==> src/rtl/sck_count_config_pkg.sv <==
package sck_count_config_pkg;

  localparam int CNT_W = 4;
  localparam int CNT_MAX = (1 << CNT_W) - 1;
  localparam int WORD_W = 14;

  localparam int MODE_LP = 2;
  localparam int MODE_NORMAL = 1;
  localparam int MODE_FAST = 0;

  typedef struct packed {
    logic [2:0] mode;
    logic bwHigh;
    logic busySync;
    logic edgeRise;
  } cfg_t;

  localparam cfg_t CFG_DEFAULT = '{mode: 3'b001, bwHigh: 1'b1, busySync: 1'b0, edgeRise: 1'b0};

  typedef enum logic [2:0] {
    CMD_NONE, CMD_DEFAULTS, CMD_TOG_BW, CMD_TOG_BUSY,
    CMD_TOG_EDGE, CMD_READBACK, CMD_SET_MODE
  } cmd_e;

  // strobes from control to datapath
  typedef struct packed {
    logic commitEn;
    logic [CNT_W-1:0] count;
  } strobe_t;

  function automatic cmd_e decodeCount(input logic [CNT_W-1:0] n);
    case (n)
      3, 8: decodeCount = CMD_DEFAULTS;
      4: decodeCount = CMD_TOG_BW;
      5: decodeCount = CMD_TOG_BUSY;
      6: decodeCount = CMD_TOG_EDGE;
      7: decodeCount = CMD_READBACK;
      9, 11, 13: decodeCount = CMD_SET_MODE;
      default: decodeCount = CMD_NONE;
    endcase
  endfunction

  function automatic logic [2:0] modeFromCount(input logic [CNT_W-1:0] n);
    logic [2:0] m;
    m = '0;
    if (n == 9) m[MODE_LP] = 1'b1;
    else if (n == 11) m[MODE_NORMAL] = 1'b1;
    else m[MODE_FAST] = 1'b1;
    return m;
  endfunction

endpackage

==> src/rtl/sck_count_ctrl.sv <==
module sck_count_ctrl
  import sck_count_config_pkg::*;
(
  input  logic clk,
  input  logic rstN,
  input  logic cnvIn,
  input  logic sdiIn,
  input  logic sckIn,
  input  logic chainMode,
  input  logic convDone,
  output strobe_t stb
);

  logic cnvPrev, sdiPrev, sckPrev;
  logic armedOnce, armedAny, seen3, blocked;
  logic [CNT_W-1:0] cnt;

  logic sckRise, cnvRise, cnvFall, sdiRise;
  logic bothLow, win3, win4, winC, countWin;
  logic commitC, commit3, commit4;

  always_comb begin
    sckRise = sckIn & ~sckPrev;
    cnvRise = cnvIn & ~cnvPrev;
    cnvFall = ~cnvIn & cnvPrev;
    sdiRise = sdiIn & ~sdiPrev;
    bothLow = ~chainMode & ~cnvIn & ~sdiIn;
    winC = chainMode & cnvIn & armedOnce;
    win3 = ~chainMode & ~cnvIn & sdiIn & armedOnce & ~blocked;
    win4 = ~chainMode & cnvIn & ~sdiIn & armedAny & ~blocked;
    countWin = winC | win3 | win4;
    commitC = chainMode & cnvFall & armedOnce;
    commit3 = ~chainMode & cnvRise & armedOnce & seen3 & ~blocked;
    commit4 = ~chainMode & cnvIn & cnvPrev & sdiRise & armedAny & ~blocked;
    stb.commitEn = (commitC | commit3 | commit4) & ~convDone;
    stb.count = cnt;
  end

  always_ff @(posedge clk or negedge rstN) begin
    if (!rstN) begin
      cnvPrev <= 1'b0;
      sdiPrev <= 1'b0;
      sckPrev <= 1'b0;
    end else begin
      cnvPrev <= cnvIn;
      sdiPrev <= sdiIn;
      sckPrev <= sckIn;
    end
  end

  always_ff @(posedge clk or negedge rstN) begin
    if (!rstN) begin
      cnt <= '0;
      armedOnce <= 1'b0;
      armedAny <= 1'b0;
      seen3 <= 1'b0;
      blocked <= 1'b0;
    end else if (convDone) begin
      cnt <= '0;
      armedOnce <= 1'b1;
      armedAny <= 1'b1;
      seen3 <= 1'b0;
      blocked <= 1'b0;
    end else begin
      if (countWin && sckRise && cnt != CNT_W'(CNT_MAX)) cnt <= cnt + 1'b1;
      if (win3) seen3 <= 1'b1;
      if (bothLow && armedAny) blocked <= 1'b1;
      if (stb.commitEn) armedOnce <= 1'b0;
    end
  end

  // counter returns to zero after each conversion end
  assert_cnt_clear_R11: assert property (@(posedge clk) disable iff (!rstN)
    convDone |=> (cnt == '0));

  // counter only falls after a conversion end
  assert_cnt_monotonic_R4: assert property (@(posedge clk) disable iff (!rstN)
    (cnt < $past(cnt)) |-> $past(convDone));

  // counter only rises on an SCK rising edge
  assert_cnt_on_edge_R11: assert property (@(posedge clk) disable iff (!rstN)
    (cnt > $past(cnt)) |-> ($past(sckIn) && !$past(sckPrev)));

  // no commit once a joint low has been seen
  assert_blocked_commit_R8: assert property (@(posedge clk) disable iff (!rstN)
    (blocked && !chainMode) |-> !stb.commitEn);

endmodule

==> src/rtl/sck_count_regs.sv <==
module sck_count_regs
  import sck_count_config_pkg::*;
(
  input  logic clk,
  input  logic rstN,
  input  strobe_t stb,
  output cfg_t cfgQ,
  output logic rbValid,
  output logic [WORD_W-1:0] rbWord,
  output logic modePulse
);

  cfg_t cfgNext;
  cmd_e cmd;

  always_comb begin
    cmd = decodeCount(stb.count);
    cfgNext = cfgQ;
    if (stb.commitEn) begin
      case (cmd)
        CMD_DEFAULTS: cfgNext = CFG_DEFAULT;
        CMD_TOG_BW: cfgNext.bwHigh = ~cfgQ.bwHigh;
        CMD_TOG_BUSY: cfgNext.busySync = ~cfgQ.busySync;
        CMD_TOG_EDGE: cfgNext.edgeRise = ~cfgQ.edgeRise;
        CMD_SET_MODE: cfgNext.mode = modeFromCount(stb.count);
        default: cfgNext = cfgQ;
      endcase
    end
  end

  always_ff @(posedge clk or negedge rstN) begin
    if (!rstN) begin
      cfgQ <= CFG_DEFAULT;
      rbValid <= 1'b0;
      modePulse <= 1'b0;
    end else begin
      cfgQ <= cfgNext;
      modePulse <= (cfgNext.mode != cfgQ.mode);
      if (stb.commitEn) rbValid <= (cmd == CMD_READBACK);
    end
  end

  always_comb begin
    rbWord = {2'b11, 1'b0, cfgQ.bwHigh, cfgQ.busySync, cfgQ.edgeRise, 2'b00,
              cfgQ.mode[MODE_LP], 1'b0, cfgQ.mode[MODE_NORMAL], 1'b0,
              cfgQ.mode[MODE_FAST], 1'b0};
  end

  // configuration moves only after a commit strobe
  assert_change_needs_commit_R5: assert property (@(posedge clk) disable iff (!rstN)
    (cfgQ != $past(cfgQ)) |-> $past(stb.commitEn));

  // a full readout never alters the configuration
  assert_full_read_noop_R4: assert property (@(posedge clk) disable iff (!rstN)
    (stb.commitEn && stb.count >= 14) |=> $stable(cfgQ));

  // mode stays one-hot
  assert_mode_onehot_R3: assert property (@(posedge clk) disable iff (!rstN)
    $countones(cfgQ.mode) == 1);

  // pulse aligns exactly with a mode change
  assert_pulse_on_change_R10: assert property (@(posedge clk) disable iff (!rstN)
    (cfgQ.mode != $past(cfgQ.mode)) |-> modePulse);
  assert_pulse_only_change_R10: assert property (@(posedge clk) disable iff (!rstN)
    modePulse |-> (cfgQ.mode != $past(cfgQ.mode)));

endmodule

==> src/rtl/sck_count_config.sv <==
module sck_count_config
  import sck_count_config_pkg::*;
(
  input  logic clk,
  input  logic rstN,
  input  logic cnvIn,
  input  logic sdiIn,
  input  logic sckIn,
  input  logic chainMode,
  input  logic convDone,
  output logic [2:0] cfgMode,
  output logic cfgBwHigh,
  output logic cfgBusySync,
  output logic cfgEdgeRise,
  output logic rbValid,
  output logic [13:0] rbWord,
  output logic modePulse
);

  strobe_t stb;
  cfg_t cfgQ;

  sck_count_ctrl u_ctrl (
    .clk(clk), .rstN(rstN), .cnvIn(cnvIn), .sdiIn(sdiIn), .sckIn(sckIn),
    .chainMode(chainMode), .convDone(convDone), .stb(stb)
  );

  sck_count_regs u_regs (
    .clk(clk), .rstN(rstN), .stb(stb), .cfgQ(cfgQ),
    .rbValid(rbValid), .rbWord(rbWord), .modePulse(modePulse)
  );

  assign cfgMode = cfgQ.mode;
  assign cfgBwHigh = cfgQ.bwHigh;
  assign cfgBusySync = cfgQ.busySync;
  assign cfgEdgeRise = cfgQ.edgeRise;

endmodule

==> config.mk <==
export PLATFORM = sky130hd
export DESIGN_NAME = sck_count_config
export DESIGN_NICKNAME = d
export VERILOG_FILES = /design/src/rtl/sck_count_config_pkg.sv /design/src/rtl/sck_count_ctrl.sv /design/src/rtl/sck_count_regs.sv /design/src/rtl/sck_count_config.sv
export SDC_FILE = /design/constraint.sdc
export NUM_CORES = 1
export LEC_CHECK = 0
export ABC_AREA = 0
export BUFFER_PORTS_ARGS = -buffer_cell sky130_fd_sc_hd__buf_2
export CORE_MARGIN = 2
export CORE_UTILIZATION = 52
export CTS_CLUSTER_DIAMETER = 200
export CTS_CLUSTER_SIZE = 14
export DETAILED_ROUTE_END_ITERATION = 8
export PLACE_DENSITY_LB_ADDON = 0.05
export SLEW_MARGIN = 20
export SYNTH_ARGS = -nofsm -noshare
export SYNTH_HDL_FRONTEND = slang
export SYNTH_SLANG_ARGS = --single-unit
export TNS_END_PERCENT = 100
==> constraint.sdc <==
create_clock -name clk -period 2.2 [get_ports clk]
set_input_delay 0.33 -clock clk [delete_from_list [all_inputs] [get_ports clk]]
set_output_delay 0.33 -clock clk [all_outputs]
set_load 0.05 [all_outputs]
==> flow_metrics.tcl <==
set metrics [dict create \
    vias 891 \
    grt_overflow 0 \
    clock-sinks 19 \
    finalSetupViolCount 0 \
    cp_max_fo 11 \
    clock_path_buffers 2 \
    die_y_um 51.4 \
    avgRoutedWirePerCell_um 13.5 \
    finalClockSkew_ns 0.00239 \
    leakagePower_nw 0.595 \
    cts_tree "yes" \
    synth_top_area_share_pct 36.4 \
    vias_per_cell 5.34 \
    grt_pass1_vias 833 \
    synth_top_cell_by_area "dfrtp_1" \
    clock_latency_ns 0.30 \
    rows 17 \
    wl_um 2260 \
    crit_required_ns 2.45 \
    fin_util_pct 57.9 \
    grt_usage_pct 19.0 \
    synthSimpleGateAreaFrac_pct 21.8 \
    cts_made_buffers 3 \
    hold_path_class "in -> reg" \
    synth_seq_cells 19 \
    worst_ir_drop_vdd_mv 0.464 \
    cap_violations 0 \
    synth_compound_area_share_pct 15.5 \
    postCtsSetupBuffers 0 \
    finalSetupTns_ns 0 \
    ctsHtreeMaxLevel 1 \
    drt_first_iter_violations 17 \
    drt_first_pass_iters 4 \
    dp_cells 162 \
    drcViolationCount 0 \
    syn_to_final_growth_pct 7.61 \
    synth-xor-area-share_pct 2.25 \
    initial_core_util_pct 53.8 \
    outcome "completed" \
    path_clk_slew_ns 0.11 \
    syn_area_per_cell_um2 9.41 \
    slew_viol_final 0 \
    antenna_found_initial 0 \
    port_buffers 20 \
    dieArea_um2 2640 \
    synth_fa_ha_area_share_pct 5.36 \
    yosys-top-cells-area "dfrtp_1 (36%), buf_4 (9.0%), ha_1 (5.4%), dfstp_2 (4.5%), nor2_1 (3.5%)" \
    cp.arrival_ns 2.14 \
    place.detailed.hpwl_um 1560 \
    ant_nets 0 \
    syn-cell-area_um2 1170 \
    yosys_warnings 0 \
    end_kind "flop" \
    report.final.hold_viol_count 0 \
    grt_first_pass_wirelength_um 3710 \
    dieWidth_um 51.4 \
    cts_root_buffer "clkbuf_4" \
    power.density_nw_per_um2 529 \
    holdBufCountCts 1 \
    antennaDiodeCount 0 \
    io_pins 29 \
    netlist_instances 124 \
    path_class "reg -> reg" \
    worstSetupStartpointType "flop" \
    cts_resized 0 \
    drive_gt1_share_pct 24.5 \
    rsz0062_at_grt "false" \
    layout.nets 152 \
    grt_max_degree 20 \
    stdcell_count 167 \
    routabilityCongestion 0.828 \
    synth.area.mux_share_pct 2.14 \
    ys_types 41 \
    fmax_ghz 0.529 \
    synth_top_family_by_area "simple AND/OR/NAND/NOR gates" \
    core_um2 2170 \
    fin_crit_ns 1.89 \
    total_power_uw 665 \
    synth_seq_area_share_pct 40.9 \
    min_period_over_period_pct 85.9 \
]
[kinds of logic (layout without fill, tap and decap cells)]
family                     after synthesis  in the layout
other                                    2              8
and+or+nand+nor                         45             45
buffers and inverters                   21             30
muxes                                    2              2
adders and majority gates                5              5
DFF                                     19             19
AOI/OAI and AO/OA                       27             27
xor gates and xnor gates                 3              3
[cell type report]
| class | count | area [um2] |
|---|---|---|
| Clock inverter | 1 | 5.00 |
| Sequential cell | 19 | 478 |
| Timing Repair Buffer | 23 | 125 |
| Inverter | 3 | 11.3 |
| Clock buffer | 3 | 22.5 |
| Tap cell | 28 | 35.0 |
| Multi-Input combinational cell | 90 | 579 |
| Fill cell | 209 | 913 |
[Yosys cell counts]
library cell,number
a211oi_1,1
a21boi_0,1
a21o_1,1
a21oi_1,5
and2_1,1
and3_1,2
and4bb_2,2
buf_2,1
buf_4,14
clkbuf_1,3
conb_1,2
dfrtp_1,17
dfstp_2,2
ha_1,5
inv_1,3
mux2_4,1
mux2i_1,1
nand2_1,8
nand2b_1,5
nand3_1,4
nand3b_1,3
nor2_1,11
nor2b_1,2
nor3_1,1
nor3_2,1
nor4_1,1
o2111ai_1,1
o211ai_1,2
o21a_1,1
o21ai_0,5
o21ai_1,1
o22a_1,2
o22ai_1,1
o2bb2ai_1,2
o31ai_1,3
o32ai_1,1
or2_2,1
or3b_1,1
or3b_2,1
or4_1,1
xnor2_1,3
[registers in the layout (all words and copies together), names as in the netlist]
signal / cells
u_ctrl.sckPrev: 1
u_regs.modePulse: 1
u_regs.cfgQ: 6
u_ctrl.seen3: 1
u_ctrl.armedOnce: 1
u_ctrl.cnvPrev: 1
u_ctrl.blocked: 1
u_ctrl.sdiPrev: 1
u_regs.rbValid: 1
u_ctrl.cnt: 4
u_ctrl.armedAny: 1
[cells in the final DEF, fill, tap and decap left out, types with 3 or more instances in the layout]
cell type,count
a21oi_1,5
buf_2,20
clkbuf_4,3
conb_1,8
dfrtp_1,17
ha_1,5
inv_1,3
nand2_1,8
nand2b_1,5
nand3_1,4
nand3b_1,3
nor2_1,11
o21ai_0,5
o31ai_1,3
xnor2_1,3
[report_power, final]
group          internal, mW  switching [mW]  total [mW]
clock                0.0678           0.113       0.181
sequential            0.360          0.0108       0.371
combinational        0.0288          0.0846       0.113
[path summary, 6_finish.rpt]
path | depth (start not counted) | slack, ns | to | startpoint
setup / recovery | 6 | 0.31 | u_ctrl.cnt[3] | u_ctrl.cnt[0]
min in group asynchronous | 2 | 0.49 | u_ctrl.cnvPrev | rstN
max in group asynchronous | 2 | 1.38 | u_regs.cfgQ[2] | rstN
setup reg to reg | 6 | 0.31 | u_ctrl.cnt[3] | u_ctrl.cnt[0]
hold reg to reg | 2 | 0.50 | u_regs.rbValid | u_regs.rbValid
hold / removal | 1 | 0.14 | u_ctrl.sckPrev | sckIn
[routing by layer]
layer / global-route usage (%) / part of all wire, %
met1: 26.3 / 49
met2: 28.2 / 46
met3: 3.51 / 4.1
met4: 9.65 / 1.4
met5: 0 / 0
[worst max-delay path, cell delays in order (launching register included)]
cell and delay (ns):
dfrtp_1 0.51, ha_1 0.33, nand3_1 0.10, and4bb_2 0.23, o21ai_0 0.10, or4_1 0.48
nand2_1 0.09
[through the flow]
step | hold WS (ns) | setup WS (ns) | area [um2]
after floorplan | 0.0344 | 0.374 | 1190
after global placement | 0.298 | 0.407 | 1220
after detailed placement | 0.296 | 0.353 | 1220
after CTS | 0.135 | 0.324 | 1260
after global routing | 0.127 | 0.214 | 1260
final | 0.143 | 0.310 | 1260
(Power assumes the default switching activity.)
